$ cat src/rtl/adc_sp_pkg.sv
package adc_sp_pkg;

    typedef enum logic [1:0] {
        PM_OFF  = 2'd0,
        PM_WARM = 2'd1,
        PM_RUN  = 2'd2
    } pwr_mode_e;

    typedef enum logic [1:0] {
        BZ_NONE = 2'd0,
        BZ_CONV = 2'd1,
        BZ_CAL  = 2'd2,
        BZ_ZERO = 2'd3
    } busy_e;

endpackage

$ cat src/rtl/adc_sp_sync.sv
module adc_sp_sync #(
    parameter int unsigned       WIDTH   = 1,
    parameter int unsigned       STAGES  = 2,
    parameter logic [WIDTH-1:0]  RST_VAL = '0
) (
    input  logic             clk,
    input  logic             rst_n,
    input  logic [WIDTH-1:0] async_i,
    output logic [WIDTH-1:0] sync_o
);

    for (genvar b = 0; b < WIDTH; b++) begin : g_bit
        logic [STAGES-1:0] chain_d;
        logic [STAGES-1:0] chain_q;

        always_comb begin
            chain_d = {chain_q[STAGES-2:0], async_i[b]};
        end

        always_ff @(posedge clk or negedge rst_n) begin
            if (!rst_n) begin
                chain_q <= {STAGES{RST_VAL[b]}};
            end else begin
                chain_q <= chain_d;
            end
        end

        assign sync_o[b] = chain_q[STAGES-1];
    end

endmodule

$ cat src/rtl/adc_sp_timer.sv
module adc_sp_timer #(
    parameter int unsigned CW = 8
) (
    input  logic          clk,
    input  logic          rst_n,
    input  logic          load_i,
    input  logic [CW-1:0] val_i,
    output logic          done_o
);

    logic [CW-1:0] cnt_d;
    logic [CW-1:0] cnt_q;

    always_comb begin
        cnt_d = cnt_q;
        if (load_i) begin
            cnt_d = val_i;
        end else if (cnt_q != '0) begin
            cnt_d = cnt_q - 1'b1;
        end
    end

    always_ff @(posedge clk or negedge rst_n) begin
        if (!rst_n) begin
            cnt_q <= '0;
        end else begin
            cnt_q <= cnt_d;
        end
    end

    assign done_o = (cnt_q == CW'(1)) && !load_i;

endmodule

$ cat src/rtl/adc_sp_port.sv
module adc_sp_port
    import adc_sp_pkg::*;
#(
    parameter int unsigned MAX_W       = 13,
    parameter int unsigned SHORT_W     = 9,
    parameter int unsigned ADDR_W      = 3,
    parameter int unsigned SYNC_STAGES = 2,
    parameter int unsigned PWRUP_CYC   = 12500,
    parameter int unsigned CAL_CYC     = 200,
    parameter int unsigned ZERO_CYC    = 60
) (
    input  logic              clk,
    input  logic              rst_n,
    input  logic              cs_n_i,
    input  logic              sclk_i,
    input  logic              sdi_i,
    input  logic              prog_n_i,
    input  logic              pwr_dn_i,
    input  logic              core_eoc_i,
    input  logic [MAX_W-1:0]  core_data_i,
    output logic              sdo_o,
    output logic              dor_o,
    output logic              ready_o,
    output logic              res_bad_o,
    output logic              conv_go_o,
    output logic [ADDR_W-1:0] mux_addr_o
);

    localparam int unsigned CMD_W   = ADDR_W + 1;
    localparam int unsigned CNT_W   = $clog2(MAX_W + 1);
    localparam int unsigned TMR_MAX = (PWRUP_CYC > CAL_CYC)
                                      ? ((PWRUP_CYC > ZERO_CYC) ? PWRUP_CYC : ZERO_CYC)
                                      : ((CAL_CYC > ZERO_CYC) ? CAL_CYC : ZERO_CYC);
    localparam int unsigned TMR_W   = $clog2(TMR_MAX + 1);

    localparam logic [CMD_W-1:0] OP_CAL   = CMD_W'((1 << ADDR_W) + 0);
    localparam logic [CMD_W-1:0] OP_ZERO  = CMD_W'((1 << ADDR_W) + 1);
    localparam logic [CMD_W-1:0] OP_LONG  = CMD_W'((1 << ADDR_W) + 2);
    localparam logic [CMD_W-1:0] OP_SHORT = CMD_W'((1 << ADDR_W) + 3);

    typedef struct packed {
        pwr_mode_e          mode;
        busy_e              busy;
        logic               seq_on;
        logic               seq_ro;
        logic [CNT_W-1:0]   bit_cnt;
        logic [CNT_W-1:0]   word_len;
        logic [MAX_W-1:0]   osh;
        logic [CMD_W-1:0]   ish;
        logic               sdo;
        logic [MAX_W-1:0]   res;
        logic               res_bad;
        logic [ADDR_W-1:0]  chan;
        logic               go;
        logic               cs_prev;
        logic               sclk_prev;
    } port_st_t;

    // synchronised copies of the host-side pins
    logic [4:0] pins_async;
    logic [4:0] pins_sync;
    logic       s_cs;
    logic       s_sclk;
    logic       s_sdi;
    logic       s_prog;
    logic       s_pd;

    assign pins_async = {pwr_dn_i, prog_n_i, sdi_i, sclk_i, cs_n_i};

    adc_sp_sync #(
        .WIDTH   (5),
        .STAGES  (SYNC_STAGES),
        .RST_VAL (5'b01001)
    ) u_sync (
        .clk     (clk),
        .rst_n   (rst_n),
        .async_i (pins_async),
        .sync_o  (pins_sync)
    );

    assign s_cs   = pins_sync[0];
    assign s_sclk = pins_sync[1];
    assign s_sdi  = pins_sync[2];
    assign s_prog = pins_sync[3];
    assign s_pd   = pins_sync[4];

    // one shared interval timer: warm-up, calibration, zeroing
    logic             tmr_load;
    logic [TMR_W-1:0] tmr_val;
    logic             tmr_done;

    adc_sp_timer #(
        .CW (TMR_W)
    ) u_timer (
        .clk    (clk),
        .rst_n  (rst_n),
        .load_i (tmr_load),
        .val_i  (tmr_val),
        .done_o (tmr_done)
    );

    port_st_t st_d;
    port_st_t st_q;

    logic             cs_fall;
    logic             cs_rise;
    logic             sck_rise;
    logic             sck_fall;
    logic             last_edge;
    logic [CMD_W-1:0] ish_cap;

    always_comb begin
        cs_fall   = st_q.cs_prev & ~s_cs;
        cs_rise   = ~st_q.cs_prev & s_cs;
        sck_rise  = ~st_q.sclk_prev & s_sclk;
        sck_fall  = st_q.sclk_prev & ~s_sclk;
        last_edge = (CNT_W'(st_q.bit_cnt + 1'b1) == st_q.word_len);
        ish_cap   = (st_q.bit_cnt < CNT_W'(CMD_W))
                    ? {st_q.ish[CMD_W-2:0], s_sdi} : st_q.ish;
    end

    always_comb begin
        st_d           = st_q;
        st_d.go        = 1'b0;
        st_d.cs_prev   = s_cs;
        st_d.sclk_prev = s_sclk;
        tmr_load       = 1'b0;
        tmr_val        = '0;

        case (st_q.mode)
            PM_OFF: begin
                if (!s_pd) begin
                    st_d.mode = PM_WARM;
                    tmr_load  = 1'b1;
                    tmr_val   = TMR_W'(PWRUP_CYC);
                end
            end

            PM_WARM: begin
                if (s_pd) begin
                    st_d.mode = PM_OFF;
                end else if (tmr_done) begin
                    st_d.mode = PM_RUN;
                end
            end

            PM_RUN: begin
                if (s_pd) begin
                    st_d.mode   = PM_OFF;
                    st_d.busy   = BZ_NONE;
                    st_d.seq_on = 1'b0;
                    st_d.sdo    = 1'b0;
                end else begin
                    // converter core reports a finished result
                    if (st_q.busy == BZ_CONV && core_eoc_i) begin
                        st_d.res     = core_data_i;
                        st_d.res_bad = 1'b0;
                        st_d.busy    = BZ_NONE;
                        if (!s_cs && !st_q.seq_on) begin
                            st_d.seq_on  = 1'b1;
                            st_d.seq_ro  = s_prog;
                            st_d.bit_cnt = '0;
                            st_d.ish     = '0;
                            st_d.osh     = core_data_i;
                            st_d.sdo     = core_data_i[MAX_W-1];
                        end
                    end

                    // timed busy intervals run out
                    if ((st_q.busy == BZ_CAL || st_q.busy == BZ_ZERO) && tmr_done) begin
                        st_d.busy = BZ_NONE;
                    end

                    // serial clock activity inside an open sequence
                    if (st_q.seq_on && !s_cs) begin
                        if (sck_fall) begin
                            st_d.osh = st_q.osh << 1;
                            st_d.sdo = st_q.osh[MAX_W-2];
                        end
                        if (sck_rise) begin
                            if (!st_q.seq_ro) begin
                                st_d.ish = ish_cap;
                            end
                            st_d.bit_cnt = CNT_W'(st_q.bit_cnt + 1'b1);
                            if (last_edge) begin
                                st_d.seq_on = 1'b0;
                                if (!st_q.seq_ro) begin
                                    if (!ish_cap[CMD_W-1]) begin
                                        st_d.chan = ish_cap[ADDR_W-1:0];
                                        st_d.busy = BZ_CONV;
                                        st_d.go   = 1'b1;
                                    end else begin
                                        case (ish_cap)
                                            OP_CAL: begin
                                                st_d.busy = BZ_CAL;
                                                tmr_load  = 1'b1;
                                                tmr_val   = TMR_W'(CAL_CYC);
                                            end
                                            OP_ZERO: begin
                                                st_d.busy = BZ_ZERO;
                                                tmr_load  = 1'b1;
                                                tmr_val   = TMR_W'(ZERO_CYC);
                                            end
                                            OP_LONG:  st_d.word_len = CNT_W'(MAX_W);
                                            OP_SHORT: st_d.word_len = CNT_W'(SHORT_W);
                                            default:  ;
                                        endcase
                                    end
                                end
                            end
                        end
                    end

                    // chip select released: sequence is abandoned
                    if (cs_rise) begin
                        st_d.seq_on = 1'b0;
                    end

                    // chip select asserted: new sequence, cancels pending work
                    if (cs_fall && !(s_prog && st_d.busy != BZ_NONE)) begin
                        if (st_d.busy == BZ_CONV) begin
                            st_d.res_bad = 1'b1;
                        end
                        st_d.busy    = BZ_NONE;
                        st_d.seq_on  = 1'b1;
                        st_d.seq_ro  = s_prog;
                        st_d.bit_cnt = '0;
                        st_d.ish     = '0;
                        st_d.osh     = st_d.res;
                        st_d.sdo     = st_d.res[MAX_W-1];
                    end
                end
            end

            default: st_d.mode = PM_OFF;
        endcase
    end

    always_ff @(posedge clk or negedge rst_n) begin
        if (!rst_n) begin
            st_q.mode      <= PM_OFF;
            st_q.busy      <= BZ_NONE;
            st_q.seq_on    <= 1'b0;
            st_q.seq_ro    <= 1'b0;
            st_q.bit_cnt   <= '0;
            st_q.word_len  <= CNT_W'(MAX_W);
            st_q.osh       <= '0;
            st_q.ish       <= '0;
            st_q.sdo       <= 1'b0;
            st_q.res       <= '0;
            st_q.res_bad   <= 1'b0;
            st_q.chan      <= '0;
            st_q.go        <= 1'b0;
            st_q.cs_prev   <= 1'b1;
            st_q.sclk_prev <= 1'b0;
        end else begin
            st_q <= st_d;
        end
    end

    assign sdo_o      = st_q.sdo;
    assign dor_o      = ~st_q.seq_on;
    assign ready_o    = (st_q.mode == PM_RUN);
    assign res_bad_o  = st_q.res_bad;
    assign conv_go_o  = st_q.go;
    assign mux_addr_o = st_q.chan;

endmodule

$ cat config.mk
export PLATFORM = sky130hd
export DESIGN_NAME = adc_sp_port
export DESIGN_NICKNAME = d
export VERILOG_FILES = /design/src/rtl/adc_sp_pkg.sv /design/src/rtl/adc_sp_sync.sv /design/src/rtl/adc_sp_timer.sv /design/src/rtl/adc_sp_port.sv
export SDC_FILE = /design/constraint.sdc
export NUM_CORES = 1
export LEC_CHECK = 0
export ABC_AREA = 1
export BUFFER_PORTS_ARGS = -buffer_cell sky130_fd_sc_hd__clkbuf_2
export CAP_MARGIN = 20
export CORE_MARGIN = 1.5
export CORE_UTILIZATION = 65
export CTS_CLUSTER_SIZE = 40
export DETAILED_ROUTE_END_ITERATION = 7
export PLACE_DENSITY = 0.85
export SLEW_MARGIN = 20
export SYNTH_ARGS = -nofsm -noshare
export SYNTH_HDL_FRONTEND = slang
export SYNTH_HIERARCHICAL = 1
export SYNTH_SLANG_ARGS = --single-unit
$ cat constraint.sdc
create_clock -name clk -period 4.6 [get_ports clk]
set_input_delay 0.46 -clock clk [delete_from_list [all_inputs] [get_ports clk]]
set_output_delay 0.46 -clock clk [all_outputs]
set_load 0.005 [all_outputs]
==> flow_summary.html <==
<table>
<tr><th>Metric</th><th>Value</th></tr>
<tr><th colspan="2">Run status</th></tr>
<tr><td>Status</td><td>finished, final reports clean</td></tr>
<tr><th colspan="2">Logic synthesis</th></tr>
<tr><td>Yosys Warn Count</td><td>6</td></tr>
<tr><td>Average cell area after synthesis</td><td>7.246 µm²</td></tr>
<tr><td>Number of standard cells after synthesis</td><td>579</td></tr>
<tr><td>Sequential share of the synthesized area</td><td>43.13%</td></tr>
<tr><td>Post-synth design cell area</td><td>4195 µm²</td></tr>
<tr><td>Count of state elements after synthesis</td><td>72</td></tr>
<tr><td>Dominant combinational cell family by area after synthesis</td><td>simple AND/OR/NAND/NOR gates</td></tr>
<tr><td>Synth cell types</td><td>35</td></tr>
<tr><td>Share of synthesized area spent on multiplexers</td><td>0.2386%</td></tr>
<tr><td>Area share of and/or/nand/nor cells after synthesis</td><td>29.82%</td></tr>
<tr><td>Share of the synthesized area in compound gates (AO/OA/AOI/OAI)</td><td>14.85%</td></tr>
<tr><td>Post-Synth Adder-Cell Area</td><td>1.193%</td></tr>
<tr><td>Share of the synthesized netlist area taken by xor and xnor gates</td><td>0%</td></tr>
<tr><th colspan="2">Final layout</th></tr>
<tr><td>Count of nets after finishing</td><td>623</td></tr>
<tr><td>Ant. Diodes</td><td>0</td></tr>
<tr><td>Most used cells in the layout excluding fill and tap cells</td><td>sky130_fd_sc_hd__nand2_1, sky130_fd_sc_hd__o21ai_0, sky130_fd_sc_hd__inv_1, sky130_fd_sc_hd__dfrtp_1, sky130_fd_sc_hd__nand3_1</td></tr>
<tr><td>Most common cell after layout, fill and taps aside</td><td>sky130_fd_sc_hd__nand2_1</td></tr>
<tr><td>Proportion of layout cells with a drive suffix above 1</td><td>14.76%</td></tr>
<tr><td>Multi-input logic area</td><td>1959 µm²</td></tr>
<tr><td>Layout Cell Area excl Fill</td><td>4492 µm²</td></tr>
<tr><td>Layout overhead on the synthesized area</td><td>7.068%</td></tr>
<tr><td>Area taken by flip-flops and latches</td><td>1809 µm²</td></tr>
<tr><td>Count of filler cells inserted in the layout</td><td>502</td></tr>
<tr><th colspan="2">Worst setup path</th></tr>
<tr><td>Cell count of the worst reg-to-reg path</td><td>23</td></tr>
<tr><td>Maximum fanout along the worst path</td><td>26</td></tr>
<tr><td>Category of the most critical setup path</td><td>flop to flop</td></tr>
<tr><td>CP startpoint kind</td><td>flop</td></tr>
<tr><td>Arrival time of data at the critical path endpoint</td><td>3.74 ns</td></tr>
<tr><td>Kind of end point of the critical path</td><td>flop</td></tr>
<tr><td>Req. time, crit path</td><td>4.82 ns</td></tr>
<tr><th colspan="2">Route</th></tr>
<tr><td>1st-iter DRT viols</td><td>241</td></tr>
<tr><td>Detailed-routing iteration count for the pre-antenna-repair pass</td><td>5</td></tr>
<tr><td>Total number of vias</td><td>3824</td></tr>
<tr><td>Count of nets left with antenna violations after detail routing</td><td>0</td></tr>
<tr><td>Routed wire length</td><td>9097 µm</td></tr>
<tr><td>Via density per instance</td><td>5.624</td></tr>
<tr><td>Number of remaining DRC errors</td><td>0</td></tr>
<tr><td>Average wire per cell in the routed design</td><td>13.38 µm</td></tr>
<tr><th colspan="2">Floorplan</th></tr>
<tr><td>Area of the placeable core</td><td>6277 µm²</td></tr>
<tr><td>Boundary Pins</td><td>29</td></tr>
<tr><td>Core Rows</td><td>29</td></tr>
<tr><td>Effective utilization at floorplan</td><td>66.83%</td></tr>
<tr><td>X dimension of the die</td><td>83.34 µm</td></tr>
<tr><td>Floorplan die area</td><td>6946 µm²</td></tr>
<tr><td>DIE HEIGHT</td><td>83.34 µm</td></tr>
<tr><th colspan="2">Timing</th></tr>
<tr><td>Final period utilization</td><td>76.43%</td></tr>
<tr><td>Setup repair after global routing missed its margin</td><td>no</td></tr>
<tr><td>Worst slew pin tran</td><td>0.9971 ns</td></tr>
<tr><td>Max Slew Vio Count</td><td>0</td></tr>
<tr><td>Worst Clk Skew</td><td>0.01239 ns</td></tr>
<tr><td>Min Tclk post-route</td><td>3.516 ns</td></tr>
<tr><td>Setup TNS after final layout</td><td>0 ns</td></tr>
<tr><td>Worst max-slew margin expressed relative to the limit</td><td>33.46%</td></tr>
<tr><td>Fmax</td><td>0.2844 GHz</td></tr>
<tr><td># setup viols final</td><td>0</td></tr>
<tr><td>Final count of hold timing violations</td><td>0</td></tr>
<tr><td>Worst hold margin</td><td>0.1091 ns</td></tr>
<tr><th colspan="2">Placed design</th></tr>
<tr><td>Estimated wirelength of the detail-placed design</td><td>6229 µm</td></tr>
<tr><td>Placed instance area</td><td>4313 µm²</td></tr>
<tr><td>Buffers on Ports</td><td>28</td></tr>
<tr><td>Final Wtd Congestion</td><td>0.9061</td></tr>
<tr><th colspan="2">Clock network</th></tr>
<tr><td>Clk pin slew, worst setup/hold paths</td><td>0.08 ns</td></tr>
<tr><td>H-tree level count</td><td>3</td></tr>
<tr><td>Post-CTS setup buffer count</td><td>0</td></tr>
<tr><td>Post-CTS sizing</td><td>0</td></tr>
<tr><td>CTS Hold Buffers Added</td><td>0</td></tr>
<tr><td>CTS Buf Count</td><td>9</td></tr>
<tr><td>Clock tree sinks</td><td>72</td></tr>
<tr><td>Clock tree from TritonCTS</td><td>yes</td></tr>
<tr><td>Clock Tree Root</td><td>sky130_fd_sc_hd__clkbuf_8</td></tr>
<tr><td>Insertion delay of the later-clocked pin in the worst-skew pair</td><td>0.36 ns</td></tr>
<tr><td>Clock buffer depth</td><td>2</td></tr>
<tr><th colspan="2">Pwr</th></tr>
<tr><td>Clock network fraction of design power</td><td>33.5%</td></tr>
<tr><td>Net Sw Frac</td><td>29.71%</td></tr>
<tr><td>Seq pwr share</td><td>51.3%</td></tr>
<tr><td>Total leakage power</td><td>2.309 nW</td></tr>
<tr><td>Combinational fraction of design power</td><td>15.1%</td></tr>
<tr><td>Reported net switching power</td><td>0.0004057 W</td></tr>
<tr><td>Internal power</td><td>0.0009597 W</td></tr>
<tr><td>Worst ir drop on vdd</td><td>209.8 µV</td></tr>
<tr><td>Power Dens Cells</td><td>304.0 nW/µm²</td></tr>
<tr><th colspan="2">Job</th></tr>
<tr><td>Max-cap violations</td><td>0</td></tr>
<tr><th colspan="2">GRT</th></tr>
<tr><td>Wire length of the first global-routing pass</td><td>16130 µm</td></tr>
<tr><td>Pin count of the biggest net entering global routing</td><td>48</td></tr>
<tr><td>Number of antenna violations at the first check in global routing</td><td>0</td></tr>
<tr><td>Residual overflow from global routing</td><td>0</td></tr>
<tr><td>Vias in the first global route</td><td>3751</td></tr>
<tr><td>Overall fraction of global-route tracks in use</td><td>28.64%</td></tr>
<tr><th colspan="2">Worst hold path</th></tr>
<tr><td>Hold Crit Class</td><td>input port to async pin</td></tr>
</table>
==> synth_stat cells <==
library cell                 n  area [µm²]
sky130_fd_sc_hd__dfstp_2     6       157.7
sky130_fd_sc_hd__or2_2       3       18.77
sky130_fd_sc_hd__inv_1      68       255.2
sky130_fd_sc_hd__nand3_2     2       20.02
sky130_fd_sc_hd__buf_4       8       60.06
sky130_fd_sc_hd__ha_1        4       50.05
sky130_fd_sc_hd__mux2i_1     1       10.01
sky130_fd_sc_hd__nand2_2     6       37.54
sky130_fd_sc_hd__a21oi_2     1       8.760
sky130_fd_sc_hd__and2_1      1       6.260
sky130_fd_sc_hd__nand2_1   138       518.0
sky130_fd_sc_hd__nand2_4     3       33.78
sky130_fd_sc_hd__buf_6       4       45.04
sky130_fd_sc_hd__clkinv_1    1       3.750
sky130_fd_sc_hd__nand3_1    54       270.3
sky130_fd_sc_hd__dfrtp_1    66        1652
sky130_fd_sc_hd__a22o_1      1       8.760
sky130_fd_sc_hd__o21ai_0    79       395.4
sky130_fd_sc_hd__o22ai_1     6       37.54
sky130_fd_sc_hd__inv_2       5       18.77
sky130_fd_sc_hd__conb_1      1       3.750
sky130_fd_sc_hd__nor2_4      5       56.30
sky130_fd_sc_hd__or3_1       1       6.260
sky130_fd_sc_hd__nor2_1     48       180.2
sky130_fd_sc_hd__buf_2       1       5.000
sky130_fd_sc_hd__o21a_1      1       7.510
sky130_fd_sc_hd__a21boi_0    1       7.510
sky130_fd_sc_hd__o211ai_1    1       7.510
sky130_fd_sc_hd__clkbuf_1   16       60.06
sky130_fd_sc_hd__nand4_1     3       18.77
sky130_fd_sc_hd__a21oi_1    19       95.09
sky130_fd_sc_hd__nor2_2     11       68.82
sky130_fd_sc_hd__nor4_1      1       6.260
sky130_fd_sc_hd__o21ai_1    11       55.05
sky130_fd_sc_hd__nor3_1      2       10.01
==> final cells by class <==
type	count	share of cell area, %
clock buffers	13	3.538
clock inverters	3	0.3900
inverters	74	6.184
multi-input cells	409	43.62
flip-flops and latches	72	40.28
well taps	77	2.145
repair buffers	32	3.844
==> through the flow <==
| step | util (%) | setup slack, ns | std cells | power, W |
|---|---|---|---|---|
| after global routing | 71.56 | 0.5820 | 680 | 0.001430 |
| after global placement | 68.71 | 1.256 | 664 | 0.0009127 |
| after floorplan | - | 1.829 | 584 | 0.0008640 |
| after detailed placement | 68.71 | 1.129 | 664 | 0.0009174 |
| final | 71.56 | 1.084 | 680 | 0.001365 |
| after CTS | 71.52 | 1.085 | 680 | 0.001371 |
==> final timing paths <==
| kind | to | slack, ns | start |
|---|---|---|---|
| setup / recovery | st_q[25] | 1.08 | st_q[42] |
| hold reg to reg | u_sync/g_bit[4].chain_q[1] | 0.35 | u_sync/g_bit[4].chain_q[0] |
| max in group asynchronous | u_timer/cnt_q[0] | 3.72 | rst_n |
| setup reg to reg | st_q[25] | 1.08 | st_q[42] |
| min in group clk | u_sync/g_bit[3].chain_q[0] | 0.19 | prog_n_i |
| hold / removal | u_timer/cnt_q[4] | 0.11 | rst_n |
==> worst max-delay path, cell delays in order, from the launching register on <==
cell	delay [ns]
sky130_fd_sc_hd__dfrtp_1	0.43
sky130_fd_sc_hd__ha_1	0.22
sky130_fd_sc_hd__inv_1	0.06
sky130_fd_sc_hd__nand2_1	0.06
sky130_fd_sc_hd__nand2_1	0.09
sky130_fd_sc_hd__nand2_1	0.05
sky130_fd_sc_hd__nand2_1	0.07
sky130_fd_sc_hd__inv_1	0.04
sky130_fd_sc_hd__nor2_1	0.14
sky130_fd_sc_hd__nand2_2	0.11
sky130_fd_sc_hd__o22ai_1	0.46
sky130_fd_sc_hd__inv_2	0.31
sky130_fd_sc_hd__nand3_2	0.19
sky130_fd_sc_hd__nor2_1	0.09
sky130_fd_sc_hd__a21oi_1	0.14
sky130_fd_sc_hd__nand2_1	0.07
sky130_fd_sc_hd__nand2_1	0.07
sky130_fd_sc_hd__inv_2	0.04
sky130_fd_sc_hd__nand2_2	0.06
sky130_fd_sc_hd__nand2_4	0.13
sky130_fd_sc_hd__nand2_4	0.28
sky130_fd_sc_hd__nand2_1	0.11
sky130_fd_sc_hd__nand3_1	0.08
sky130_fd_sc_hd__o21ai_0	0.08
==> registers in the layout, indices dropped and copies added (netlist names) <==
register / cells
sdo_o: 1
u_timer/cnt_q: 14
res_bad_o: 1
st_q: 42
mux_addr_o: 3
conv_go_o: 1
u_sync/g_bit.chain_q: 10
==> cell families after synthesis <==
kind of cell / count (synthesis)
adder cells (fa/ha/maj): 4
multiplexers: 1
other: 1
buffers and inverters: 103
AND/OR/NAND/NOR: 278
flip-flops: 72
AO/OA/AOI/OAI: 120
==> power groups by stage <==
stage / Clock [W] / Sequential (W) / Combinational, W
global placement: 0 / 0.000712 / 0.000201
global route: 0.000487 / 0.000706 / 0.000237
detailed placement: 0 / 0.000713 / 0.000204
floorplan: 0 / 0.000705 / 0.000159
finish: 0.000458 / 0.000701 / 0.000207
CTS: 0.000464 / 0.000701 / 0.000206
==> layer usage <==
layer  GRT usage, %  vias to the layer above  part of all wire, %  wire length, µm
met5              0                        -                    0                0
met3          5.865                       27                  4.5              412
met4          13.94                        0                  2.4              222
met1          35.38                     1796                   43             3918
met2          47.97                      119                   50             4543
li1               -                     1882                    -                -
No activity file was read; power rests on OpenSTA's default activity.
